$ cat src/rtl/rtc_pkg.sv
// Shared register indices and field positions for the real-time clock core.
// Assumes a flat register space of at most eight entries.
package rtc_pkg;
    localparam int ADDR_W = 3;

    typedef enum logic [ADDR_W-1:0] {
        RA_SECONDS = 3'd0,
        RA_ALARM   = 3'd1,
        RA_CALIB   = 3'd2,
        RA_CTRL    = 3'd3,
        RA_STATUS  = 3'd4,
        RA_STEP    = 3'd5
    } rtc_reg_e;

    localparam int CTL_SEC_EN  = 0;
    localparam int CTL_ALM_EN  = 1;
    localparam int CTL_TEST    = 2;

    localparam int ST_SEC      = 0;
    localparam int ST_ALM      = 1;
    localparam int N_SOURCES   = 2;
endpackage

$ cat src/rtl/rtc_tick_gen.sv
// Tick divider with fractional trim. It counts accepted ticks and emits a
// one-cycle strobe on the tick that completes a second. The second lasts
// INT+1 ticks, plus one more tick when the window index is below the
// fractional field. Assumes tick_en is at most one cycle wide per tick.
module rtc_tick_gen #(
    parameter int INT_W  = 16,
    parameter int FRAC_W = 4
) (
    input  logic              clk,
    input  logic              rst_n,
    input  logic              tick_en,
    input  logic              restart,
    input  logic [INT_W-1:0]  int_len,
    input  logic [FRAC_W-1:0] frac_n,
    output logic              sec_stb
);
    localparam int CNT_W = INT_W + 1;

    logic [CNT_W-1:0]  cnt;
    logic [FRAC_W-1:0] win_idx;
    logic              stretch;
    logic [CNT_W-1:0]  limit;

    // Choose this second's length from the window index and the trim field.
    always_comb begin
        stretch = (win_idx < frac_n);
        limit   = {1'b0, int_len} + CNT_W'(stretch);
        sec_stb = tick_en && !restart && (cnt >= limit);
    end

    // Advance the tick count and the window index.
    always_ff @(posedge clk) begin
        if (!rst_n) begin
            cnt     <= '0;
            win_idx <= '0;
        end else if (restart) begin
            cnt     <= '0;
            win_idx <= '0;
        end else if (tick_en) begin
            if (sec_stb) begin
                cnt     <= '0;
                win_idx <= win_idx + 1'b1;
            end else begin
                cnt     <= cnt + 1'b1;
            end
        end
    end

    // a restart clears both counters by the next edge.
    a_r4_restart_clears: assert property (@(posedge clk) disable iff (!rst_n)
        restart |=> (cnt == '0) && (win_idx == '0));

    // the count holds or steps by one, or returns to zero after a strobe.
    a_r1_count_steps: assert property (@(posedge clk) disable iff (!rst_n)
        !restart |=> (cnt == $past(cnt)) || (cnt == $past(cnt) + 1'b1) || (cnt == '0));

    // the window index moves only when a second completes.
    a_r3_index_on_strobe: assert property (@(posedge clk) disable iff (!rst_n)
        (!restart && !sec_stb) |=> $stable(win_idx));
endmodule

$ cat src/rtl/rtc_sec_counter.sv
// Seconds counter with load and alarm detection. It increments on each
// second strobe. A load takes priority over the strobe. The alarm hit is a
// one-cycle pulse when an increment lands on the alarm value.
module rtc_sec_counter #(
    parameter int SEC_W = 32
) (
    input  logic             clk,
    input  logic             rst_n,
    input  logic             load,
    input  logic [SEC_W-1:0] load_val,
    input  logic             sec_stb,
    input  logic [SEC_W-1:0] alarm_val,
    output logic [SEC_W-1:0] seconds,
    output logic             alarm_hit
);
    logic [SEC_W-1:0] sec_next;

    // Compute the incremented value and compare it with the alarm.
    always_comb begin
        sec_next  = seconds + 1'b1;
        alarm_hit = sec_stb && !load && (sec_next == alarm_val);
    end

    // Hold, load or step the seconds count.
    always_ff @(posedge clk) begin
        if (!rst_n)
            seconds <= '0;
        else if (load)
            seconds <= load_val;
        else if (sec_stb)
            seconds <= sec_next;
    end

    // a load is visible on the next edge.
    a_r2_load_value: assert property (@(posedge clk) disable iff (!rst_n)
        load |=> seconds == $past(load_val));

    // without a load the count never moves by more than one.
    a_r2_single_step: assert property (@(posedge clk) disable iff (!rst_n)
        !load |=> (seconds == $past(seconds)) || (seconds == $past(seconds) + 1'b1));

    // an alarm hit makes the count equal the alarm value.
    a_r7_hit_matches: assert property (@(posedge clk) disable iff (!rst_n)
        alarm_hit |=> seconds == $past(alarm_val));
endmodule

$ cat src/rtl/rtc_irq_ctrl.sv
// Sticky interrupt status with per-source enables. A set takes priority
// over a write-one clear in the same cycle. irq is the OR of enabled bits.
module rtc_irq_ctrl #(
    parameter int N = 2
) (
    input  logic         clk,
    input  logic         rst_n,
    input  logic [N-1:0] set,
    input  logic [N-1:0] clr,
    input  logic [N-1:0] en,
    output logic [N-1:0] status,
    output logic         irq
);
    // Update each sticky status bit.
    for (genvar i = 0; i < N; i++) begin : g_src
        always_ff @(posedge clk) begin
            if (!rst_n)
                status[i] <= 1'b0;
            else if (set[i])
                status[i] <= 1'b1;
            else if (clr[i])
                status[i] <= 1'b0;
        end

        // a set source is held until it is cleared.
        a_r5_sticky: assert property (@(posedge clk) disable iff (!rst_n)
            (status[i] && !clr[i]) |=> status[i]);

        // a set always lands, even against a clear.
        a_r5_set_wins: assert property (@(posedge clk) disable iff (!rst_n)
            set[i] |=> status[i]);
    end

    // Combine the enabled sources into the interrupt line.
    always_comb irq = |(status & en);
endmodule

$ cat src/rtl/rtc_core.sv
// Real-time clock top. It holds the software registers, picks the tick
// source (crystal pulse, or the step register in test mode), and connects
// the tick divider, seconds counter and interrupt logic. Reads are
// combinational. Writes take effect at the next rising edge.
module rtc_core
    import rtc_pkg::*;
#(
    parameter int SEC_W   = 32,
    parameter int INT_W   = 16,
    parameter int FRAC_W  = 4,
    parameter int INT_RST = 32767
) (
    input  logic              clk,
    input  logic              rst_n,
    input  logic              xtal_tick,
    input  logic              reg_wr,
    input  logic [ADDR_W-1:0] reg_addr,
    input  logic [SEC_W-1:0]  reg_wdata,
    output logic [SEC_W-1:0]  reg_rdata,
    output logic              irq
);
    localparam int FRAC_LO = INT_W;
    localparam int FRAC_HI = INT_W + FRAC_W - 1;
    localparam int CTL_W   = 3;

    logic [SEC_W-1:0]     alarm_q;
    logic [INT_W-1:0]     cal_int_q;
    logic [FRAC_W-1:0]    cal_frac_q;
    logic [CTL_W-1:0]     ctrl_q;
    logic [SEC_W-1:0]     seconds;
    logic [N_SOURCES-1:0] status, st_set, st_clr;
    logic                 wr_sec, wr_alarm, wr_cal, wr_ctrl, wr_stat, wr_step;
    logic                 tick_en, sec_stb, alarm_hit;

    // Decode register writes.
    always_comb begin
        wr_sec   = reg_wr && (reg_addr == RA_SECONDS);
        wr_alarm = reg_wr && (reg_addr == RA_ALARM);
        wr_cal   = reg_wr && (reg_addr == RA_CALIB);
        wr_ctrl  = reg_wr && (reg_addr == RA_CTRL);
        wr_stat  = reg_wr && (reg_addr == RA_STATUS);
        wr_step  = reg_wr && (reg_addr == RA_STEP);
    end

    // Select the tick source: step writes in test mode, crystal otherwise.
    always_comb tick_en = ctrl_q[CTL_TEST] ? wr_step : xtal_tick;

    // Hold the alarm, calibration and control registers.
    always_ff @(posedge clk) begin
        if (!rst_n) begin
            alarm_q    <= '0;
            cal_int_q  <= INT_W'(INT_RST);
            cal_frac_q <= '0;
            ctrl_q     <= '0;
        end else begin
            if (wr_alarm) alarm_q <= reg_wdata;
            if (wr_cal) begin
                cal_int_q  <= reg_wdata[INT_W-1:0];
                cal_frac_q <= reg_wdata[FRAC_HI:FRAC_LO];
            end
            if (wr_ctrl) ctrl_q <= reg_wdata[CTL_W-1:0];
        end
    end

    rtc_tick_gen #(.INT_W(INT_W), .FRAC_W(FRAC_W)) u_tick (
        .clk(clk), .rst_n(rst_n), .tick_en(tick_en), .restart(wr_sec),
        .int_len(cal_int_q), .frac_n(cal_frac_q), .sec_stb(sec_stb)
    );

    rtc_sec_counter #(.SEC_W(SEC_W)) u_sec (
        .clk(clk), .rst_n(rst_n), .load(wr_sec), .load_val(reg_wdata),
        .sec_stb(sec_stb), .alarm_val(alarm_q), .seconds(seconds),
        .alarm_hit(alarm_hit)
    );

    // Map events and write-one clears onto the status sources.
    always_comb begin
        st_set          = '0;
        st_set[ST_SEC]  = sec_stb;
        st_set[ST_ALM]  = alarm_hit;
        st_clr          = wr_stat ? reg_wdata[N_SOURCES-1:0] : '0;
    end

    rtc_irq_ctrl #(.N(N_SOURCES)) u_irq (
        .clk(clk), .rst_n(rst_n), .set(st_set), .clr(st_clr),
        .en(ctrl_q[N_SOURCES-1:0]), .status(status), .irq(irq)
    );

    // Return the addressed register.
    always_comb begin
        reg_rdata = '0;
        case (reg_addr)
            RA_SECONDS: reg_rdata = seconds;
            RA_ALARM:   reg_rdata = alarm_q;
            RA_CALIB:   begin
                reg_rdata[INT_W-1:0]       = cal_int_q;
                reg_rdata[FRAC_HI:FRAC_LO] = cal_frac_q;
            end
            RA_CTRL:    reg_rdata[CTL_W-1:0]     = ctrl_q;
            RA_STATUS:  reg_rdata[N_SOURCES-1:0] = status;
            default:    reg_rdata = '0;
        endcase
    end

    // in test mode the crystal pulse alone never advances the seconds.
    a_r8_xtal_ignored: assert property (@(posedge clk) disable iff (!rst_n)
        (ctrl_q[CTL_TEST] && !reg_wr) |=> $stable(seconds));

    // irq is never raised without an enabled source.
    a_r6_irq_needs_enable: assert property (@(posedge clk) disable iff (!rst_n)
        irq |-> |ctrl_q[N_SOURCES-1:0]);
endmodule

$ cat config.mk
export PLATFORM = sky130hd
export DESIGN_NAME = rtc_core
export DESIGN_NICKNAME = d
export VERILOG_FILES = /design/src/rtl/rtc_pkg.sv /design/src/rtl/rtc_tick_gen.sv /design/src/rtl/rtc_sec_counter.sv /design/src/rtl/rtc_irq_ctrl.sv /design/src/rtl/rtc_core.sv
export SDC_FILE = /design/constraint.sdc
export NUM_CORES = 1
export LEC_CHECK = 0
export ABC_CLOCK_PERIOD_IN_PS = 6700
export BUFFER_PORTS_ARGS = -buffer_cell sky130_fd_sc_hd__clkbuf_2
export CAP_MARGIN = 25
export CORE_MARGIN = 3
export CORE_UTILIZATION = 38
export CTS_CLUSTER_DIAMETER = 40
export DETAILED_ROUTE_END_ITERATION = 16
export GPL_ROUTABILITY_DRIVEN = 1
export PLACE_DENSITY = 0.63
export SYNTH_ARGS = -nofsm -noshare
export SYNTH_HDL_FRONTEND = slang
export SYNTH_SLANG_ARGS = --single-unit
$ cat constraint.sdc
create_clock -name clk -period 6.7 [get_ports clk]
set_input_delay 1.34 -clock clk [delete_from_list [all_inputs] [get_ports clk]]
set_output_delay 1.34 -clock clk [all_outputs]
set_load 0.01 [all_outputs]
# == Word level (Yosys, flattened, before mapping) ==
# Index checks and enable logic that the tools add are counted.
# totals
ff_bits,110
# op_classes
add_sub_neg,4
n_lt_le_gt_ge,2
eq_ne,6
mux,13
bitwise,2
reduce_logical,18
# op_table
operator,n
2-to-1 mux 32 bit,2
case mux 17 bit (3 select lines),1
"adder 32 x 1 -> 32 bit, second input constant",1
== test 32 bit,1
case mux 12 bit (2 select lines),1
adder 16 x 1 -> 17 bit,1
"adder 17 x 1 -> 17 bit, second input constant",1
>= comparator 17 bit,1
2-to-1 mux 17 bit,1
logical AND 1 bit,10
case mux 2 bit (5 select lines),1
"== test 3 x 2 -> 1 bit, second input constant",2
"== test 3 bit, second input constant",2
nonzero test 2 bit,3
2-to-1 mux 1 bit,5
"adder 4 x 1 -> 4 bit, second input constant",1
less-than comparator 4 bit,1
case mux 1 bit (4 select lines),1
OR reduction 2 bit,2
"== test 3 x 1 -> 1 bit, second input constant",1
logical NOT 3 bit,1
AND 2 bit,1
2-to-1 mux 2 bit,1
AND reduction 2 bit,1
2 further kinds,2

# == Depth between registers and ports, before layout ==
# Gate-level depths: netlist of the first run.
# logic_depth
ltp_word,8
depth_mapped,22
mapped_depth_nobuf,20

# == Cells and area by module ==
# Synthesis of the first run repeated with hierarchy kept, for this count alone.
# unflattened
hier_cells,912
hier_area_um2,7204.4
# modules_own_cells
module,n_inst,cells_per_inst,area_per_inst_um2,seq_area_each_um2
rtc_core,1,350,2820.2,1101.1
rtc_sec_counter,1,355,2677.6,640.6
rtc_tick_gen,1,200,1629.1,420.4
rtc_irq_ctrl,1,7,77.6,40.0

# == Worst setup path before layout of the first run ==
# No wires, ideal clock.
# synth_path
path_type,register to register
from,register cal_frac_q[1]
to,register u_sec.seconds[31]
setup_time_ns,0.132
arrival_ns,4.074
required_time_ns,6.568
path_slack_ns,2.494
path_stages_with_launch,23
n_path_buf,2
synth_period_minus_slack_ns,4.206
cell_sequence,dfxtp_1 -> inv_1 -> ha_1 -> a21o_1 -> a21o_1 -> a21oi_1 -> ha_1 -> ha_1 -> nand2_1 -> nor2_1 -> nand3_1 -> xor2_1 -> ha_1 -> nand4_1 -> o41ai_1 -> a21o_1 -> a221o_1 -> o21ai_1 -> clkbuf_1 -> buf_1 -> nor2_1 -> xnor2_1 -> a21oi_1
# synth_via
elab_chain_cells,5
# synth_lines
element,line_no,rtl
"start, declared",rtc_core.sv:28,logic [FRAC_W-1:0] cal_frac_q;
"start signal, assigned",rtc_core.sv:59,cal_frac_q <= reg_wdata[FRAC_HI:FRAC_LO];
less-than comparator 4 bit,rtc_tick_gen.sv:26,stretch = (win_idx < frac_n);
adder 16 x 1 -> 17 bit,rtc_tick_gen.sv:27,"limit = {1'b0, int_len} + CNT_W'(stretch);"
>= comparator 17 bit,rtc_tick_gen.sv:28,sec_stb = tick_en && !restart && (cnt >= limit);
logical AND 1 bit,rtc_tick_gen.sv:28,
nonzero test 2 bit (no line),--,
"end signal, assigned",rtc_sec_counter.sv:29,seconds <= load_val;
"end signal, assigned",rtc_sec_counter.sv:31,seconds <= sec_next;
"end, declared",rtc_sec_counter.sv:13,"output logic [SEC_W-1:0] seconds,"
# Every way passes these cells.
# A chain may end at the register's enable or synchronous reset.

# == Final worst setup path of the first run ==
# layout_path
from,register cal_frac_q[1]
to,register u_tick.cnt[16]
# layout_via
elab_chain_cells,5
# layout_lines
element,line_no,rtl
less-than comparator 4 bit,rtc_tick_gen.sv:26,
adder 16 x 1 -> 17 bit,rtc_tick_gen.sv:27,
>= comparator 17 bit,rtc_tick_gen.sv:28,
logical AND 1 bit,rtc_tick_gen.sv:28,
2-to-1 mux 17 bit,rtc_tick_gen.sv:40,if (sec_stb) begin
"end signal, assigned",rtc_tick_gen.sv:44,cnt <= cnt + 1'b1;
"end, declared",rtc_tick_gen.sv:19,logic [CNT_W-1:0] cnt;
# Every way passes these cells.

==> run summary, run 1 <==
outcome: finished, final reports clean
ys flop type: dfxtp_1
most common cell after layout, fill and taps aside: nand2_1
DRT iter0 DRCs: 486
Final Slew Violations: 0
die area: 20,400 um2
Critical Path RT: 6.98 ns
number of diodes: 0
Tot GR Track Use: 19.6%
share of flip-flops with an asynchronous set or reset: 0%
Critical Path End Type: flip-flop
WL/cell: 16.4 um
DRC: 0
f_max: 211 MHz
post-DP HPWL: 14,400 um
final worst setup slack: 1.96 ns
H-Tree Level Count: 3
Layout Area Growth over Synthesis: 10.4%
cells resized by post-CTS repair: 0
max_cap viols: 0
synthesized net count: 1,007
count of final hold-check violations: 0
Yosys reg bits: 110
Final Core Density: 43.3%
clock-pin slew on the worst setup and hold paths: 0.07 ns
# rows: 49
Routed WL: 19,700 um
die height: 143 um
initial core utilization: 39.2%
fin crit share: 70.7%
worst skew pair latency: 0.37 ns
Layout Skew: 0.00765 ns
final net count: 1,030
post-synthesis cell type count: 53
clk sinks: 110
Hold Crit Class: reg2reg
Hold Path Depth: 2
CTS max path bufs: 2
Cells after Synth: 943
largest net degree at the start of global routing: 91
Max FO, Critical Path: 38
Ports: 72
CTS tree: yes
fill count: 1,878
WS Path Type: reg2reg
Leak Pwr: 3.01 nW
Critical Path AT: 5.02 ns
Post-DRT Antenna Nets: 0
vias in the first global route: 6,066
final setup violation count: 0
via count: 6,471
CTS Buf Count: 9
drt via density: 5.39
PwrDens: 182 nW/um2
total gr overflow: 0
pre-CTS setup slack: 1.95 ns
most frequent cells in the layout: nand2_1, dfxtp_1, nor2_1
RSZ-0062 raised after global routing: false
Sum Neg Setup Slack: 0 ns
Post-synth EDFFs: 0
layout cells sized above 1: 10.9%
Worst VDD drop: 0.000122 V
initial antenna violation count: 0
global-route wire length before repair: 32,300 um
worst slew pin tran: 0.960 ns
WHS: 0.500 ns
Setup crit start kind: flip-flop
IO buf count: 71
post-CTS setup buffer count: 0
Root Buffer: clkbuf_16
YS warnings: 0
DR pass1 iterations: 5
sequential area share after synthesis: 31.0%
Post-Synthesis Cell Area: 7110 um2
RePlAce Congestion: 0.975
Worst slew margin: 36.0%
mean area per synthesized cell: 7.54 um2
cts hold-fix bufs: 0
R2R cell count: 20
final critical-path required period: 4.74 ns
Die X-Extent: 143 um
Core Area: 18,100 um2
power breakdown:
group          internal, mW  leakage (nW)  switching, mW  total (mW)
clock                 0.292         0.147          0.266       0.559
sequential            0.669         0.892         0.0262       0.695
combinational        0.0733          1.97         0.0995       0.173
area by class of cell:
| cell class | instances | area [um2] | area share (%) |
|---|---|---|---|
| Clock buffer | 9 | 225 | 2.87 |
| Clock inverter | 7 | 72.6 | 0.924 |
| Inverter | 16 | 60.1 | 0.764 |
| Multi-Input combinational cell | 751 | 4600 | 58.5 |
| Sequential cell | 110 | 2200 | 28.0 |
| Tap cell | 229 | 287 | 3.65 |
| Timing Repair Buffer | 78 | 412 | 5.24 |
kinds of logic (layout without fill, tap and decap cells):
| family | after synthesis | count (layout) | synth area share [%] |
|---|---|---|---|
| multiplexers | 36 | 36 | 5.42 |
| buffers and inverters | 82 | 110 | 4.57 |
| XOR/XNOR | 109 | 109 | 13.4 |
| AND/OR/NAND/NOR | 397 | 397 | 25.8 |
| AO/OA/AOI/OAI | 184 | 184 | 15.4 |
| flip-flops | 110 | 110 | 31.0 |
| adder cells (fa/ha/maj) | 25 | 25 | 4.40 |
state kept, by name (all words and copies together), names as in the netlist:
register,flops
u_tick.win_idx,4
cal_frac_q,4
u_irq.status,2
alarm_q,32
ctrl_q,3
u_tick.cnt,17
u_sec.seconds,32
cal_int_q,16
final timing paths:
path	startpoint	endpoint	slack, ns
setup reg to reg	cal_frac_q[1]$_SDFFE_PN0P_	u_tick.cnt[16]$_SDFFE_PP0P_	1.96
setup / recovery	cal_frac_q[1]$_SDFFE_PN0P_	u_tick.cnt[16]$_SDFFE_PP0P_	1.96
hold / removal	alarm_q[0]$_SDFFE_PN0P_	alarm_q[0]$_SDFFE_PN0P_	0.50
hold reg to reg	alarm_q[0]$_SDFFE_PN0P_	alarm_q[0]$_SDFFE_PN0P_	0.50
synthesized netlist by cell type (6+ instances only):
| cell type | count | area, um2 |
|---|---|---|
| a21boi_0 | 37 | 278 |
| a21oi_1 | 73 | 365 |
| and3_1 | 9 | 56.3 |
| buf_2 | 8 | 40.0 |
| clkbuf_1 | 51 | 191 |
| dfxtp_1 | 110 | 2200 |
| ha_1 | 25 | 313 |
| inv_1 | 16 | 60.1 |
| mux2i_1 | 34 | 340 |
| nand2_1 | 141 | 529 |
| nand2b_1 | 7 | 43.8 |
| nand3_1 | 43 | 215 |
| nand4_1 | 20 | 125 |
| nor2_1 | 106 | 398 |
| nor2b_1 | 11 | 68.8 |
| nor3_1 | 24 | 120 |
| nor4_1 | 8 | 50.1 |
| o21ai_0 | 42 | 210 |
| or3_1 | 6 | 37.5 |
| xnor2_1 | 74 | 648 |
| xor2_1 | 35 | 307 |
routing by layer:
layer  routed length [um]  part of all wire [%]  global-route usage (%)
met5                    0                     0                       0
met3                  783                   4.0                    3.48
met1                 9520                    48                    27.3
met2                 9130                    46                    31.9
met4                  274                   1.4                    4.55
critical path, stage by stage, from the launching register on:
cell and delay (ns):
dfxtp_1 0.37, inv_1 0.06, ha_1 0.28, a21o_1 0.15, a21o_1 0.17, a21oi_1 0.14
ha_1 0.21, ha_1 0.22, nand2_1 0.11, nor2_1 0.24, nand3_1 0.13, xor2_1 0.16
ha_1 0.31, nand4_1 0.15, o41ai_1 0.09, a21o_1 0.18, a221o_1 0.37, o21ai_2 0.11
buf_4 0.39, nand3_1 0.52, a21oi_1 0.29
metrics by stage:
step	area, um2	total power [mW]	instances
4_1_cts	7860	1.44	1200
5_1_grt	7860	1.48	1200
2_1_floorplan	7110	0.825	943
6_report	7860	1.43	1200
3_3_place_gp	7550	0.881	1183
3_5_place_dp	7560	0.884	1184
(Power assumes the default switching activity.)
==> inputs of run 2 (changes only) <==
--- a/config.mk
+++ b/config.mk
@@ -5,7 +5,7 @@
 export SDC_FILE = /design/constraint.sdc
 export NUM_CORES = 1
 export LEC_CHECK = 0
-export ABC_CLOCK_PERIOD_IN_PS = 6700
+export ABC_CLOCK_PERIOD_IN_PS = 4000
 export BUFFER_PORTS_ARGS = -buffer_cell sky130_fd_sc_hd__clkbuf_2
 export CAP_MARGIN = 25
 export CORE_MARGIN = 3
@@ -13,7 +13,7 @@
 export CTS_CLUSTER_DIAMETER = 40
 export DETAILED_ROUTE_END_ITERATION = 16
 export GPL_ROUTABILITY_DRIVEN = 1
-export PLACE_DENSITY = 0.63
+export PLACE_DENSITY = 0.66
 export SYNTH_ARGS = -nofsm -noshare
 export SYNTH_HDL_FRONTEND = slang
 export SYNTH_SLANG_ARGS = --single-unit
==> constraint.sdc (replaced) <==
create_clock -name clk -period 4 [get_ports clk]
set_input_delay 0.8 -clock clk [delete_from_list [all_inputs] [get_ports clk]]
set_output_delay 0.8 -clock clk [all_outputs]
set_load 0.01 [all_outputs]
==> run summary, run 2 (synthesis gave the netlist of run 1 again) <==
initial core utilization: 39.2%
final critical-path required period: 4.05 ns
Sum Neg Setup Slack: -0.495 ns
CTS max path bufs: 2
DR pass1 iterations: 5
worst skew pair latency: 0.37 ns
Core Area: 18,100 um2
RR Endpoint: u_sec.seconds[18]$_SDFFE_PN0P_
DRC: 0
die height: 143 um
Tot GR Track Use: 20.4%
placed inst area: 7730 um2
max_cap viols: 0
Die X-Extent: 143 um
Ports: 72
Critical Path AT: 4.29 ns
Worst Hold End: cal_frac_q[2]$_SDFFE_PN0P_
Hold Path Depth: 2
fin crit share: 101%
vias in the first global route: 6,279
R2R cell count: 23
f_max: 247 MHz
final net count: 1,058
CTS Buf Count: 9
final setup violation count: 17
Critical Path RT: 4.24 ns
drt via density: 5.49
number of diodes: 0
CTS tree: yes
clk sinks: 110
Top Registers: alarm_q x32, u_sec.seconds x32, u_tick.cnt x17
clock-pin slew on the worst setup and hold paths: 0.08 ns
die area: 20,400 um2
WL/cell: 16.9 um
via count: 6,737
Final Slew Violations: 0
global-route wire length before repair: 33,200 um
most frequent cells in the layout: nand2_1, dfxtp_1, nor2_1
Finished Cell Area: 8460 um2
Hold Path Origin: cal_frac_q[2]$_SDFFE_PN0P_
Hold Crit Class: reg2reg
# rows: 49
H-Tree Level Count: 3
Worst slew margin: 35.3%
Leak Pwr: 3.32 nW
Setup crit start kind: flip-flop
largest net degree at the start of global routing: 91
total gr overflow: 0
DRT iter0 DRCs: 369
Post-DRT Antenna Nets: 0
WS Path Type: reg2reg
Worst VDD drop: 0.000223 V
layout cells sized above 1: 17.6%
initial antenna violation count: 0
Root Buffer: clkbuf_16
RSZ-0062 raised after global routing: true
final worst setup slack: -0.0506 ns
post-DP HPWL: 14,600 um
Max FO, Critical Path: 8
R2R Path Start: cal_frac_q[1]$_SDFFE_PN0P_
worst slew pin tran: 0.970 ns
Final Core Density: 46.6%
most common cell after layout, fill and taps aside: nand2_1
Routed WL: 20,700 um
failing checks: negative setup slack
Critical Path End Type: flip-flop
Layout Area Growth over Synthesis: 18.9%
Layout Skew: 0.0167 ns
RePlAce Congestion: 0.907
count of final hold-check violations: 0
outcome: complete, but fails checks
IO buf count: 71
r2r setup slk: -0.05 ns
PwrDens: 287 nW/um2
run 2: stage by stage:
step | setup slack [ns] | hold slack, ns | power [mW] | cells
3_3_place_gp | -0.0685 | 0.473 | 1.49 | 1205
5_1_grt | -0.256 | 0.522 | 2.53 | 1227
3_5_place_dp | -0.180 | 0.485 | 1.49 | 1205
4_1_cts | -0.0288 | 0.495 | 2.44 | 1227
6_report | -0.0506 | 0.494 | 2.43 | 1227
2_1_floorplan | 0.0410 | 0.450 | 1.38 | 943
run 2: critical path, cell delays in order, from the launching register on:
cell and delay (ns):
dfxtp_2 0.34, inv_2 0.05, ha_4 0.20, a21o_1 0.15
a21o_1 0.18, a21oi_2 0.13, ha_2 0.22, ha_4 0.15
nand2_4 0.05, nor2_4 0.09, buf_6 0.11, nand2_4 0.04
xor2_1 0.15, ha_1 0.34, a21oi_2 0.15, o41ai_2 0.08
a21o_1 0.18, a221o_1 0.39, o21ai_4 0.30, buf_12 0.17
buf_16 0.14, nor2_4 0.04, xnor2_1 0.18, a21oi_1 0.08
run 2: area by class of cell:
class	count	area, um2
clock buffers	10	229
multi-input cells	751	4910
fillers	1807	9690
well taps	229	287
repair buffers	106	703
clock inverters	5	66.3
inverters	16	60.1
flip-flops and latches	110	2200
run 2: routing by layer:
layer / part of all wire [%] / routed length, um / up-vias / GRT usage, %
li1: - / - / 3333 / -
met1: 45 / 9340 / 3161 / 27.6
met2: 47 / 9760 / 202 / 32.9
met3: 5.6 / 1160 / 41 / 4.29
met4: 2.3 / 483 / 0 / 5.70
met5: 0 / 0 / - / 0
run 2: repair_timing:
| item | 4_1_cts | 5_1_grt |
|---|---|---|
| setup endpoints to repair | 35 | 54 |
| pin swaps | 16 | 46 |
| cloned | 3 | 0 |
| hold buffers | 0 | 0 |
| buffers inserted | 4 | 1 |
| resized for setup | 28 | 43 |
run 2: power by group:
| group | leakage (nW) | switching (mW) | internal, mW |
|---|---|---|---|
| logic | 2.28 | 0.180 | 0.140 |
| clock network | 0.141 | 0.452 | 0.493 |
| registers | 0.893 | 0.0441 | 1.12 |
run 2: worst max path at each step:
stage / start / endpoint / slack (ns) / cells after the start
final: cal_frac_q[1]$_SDFFE_PN0P_ / u_sec.seconds[18]$_SDFFE_PN0P_ / -0.05 / 23
after global routing: cal_frac_q[1]$_SDFFE_PN0P_ / u_sec.seconds[18]$_SDFFE_PN0P_ / -0.26 / 23
after CTS: cal_frac_q[1]$_SDFFE_PN0P_ / u_sec.seconds[23]$_SDFFE_PN0P_ / -0.03 / 23
after detailed placement: cal_frac_q[1]$_SDFFE_PN0P_ / u_sec.seconds[29]$_SDFFE_PN0P_ / -0.18 / 21
after global placement: cal_frac_q[1]$_SDFFE_PN0P_ / u_sec.seconds[29]$_SDFFE_PN0P_ / -0.07 / 21
after floorplan: cal_frac_q[1]$_SDFFE_PN0P_ / u_tick.win_idx[3]$_SDFFE_PP0P_ / 0.04 / 22
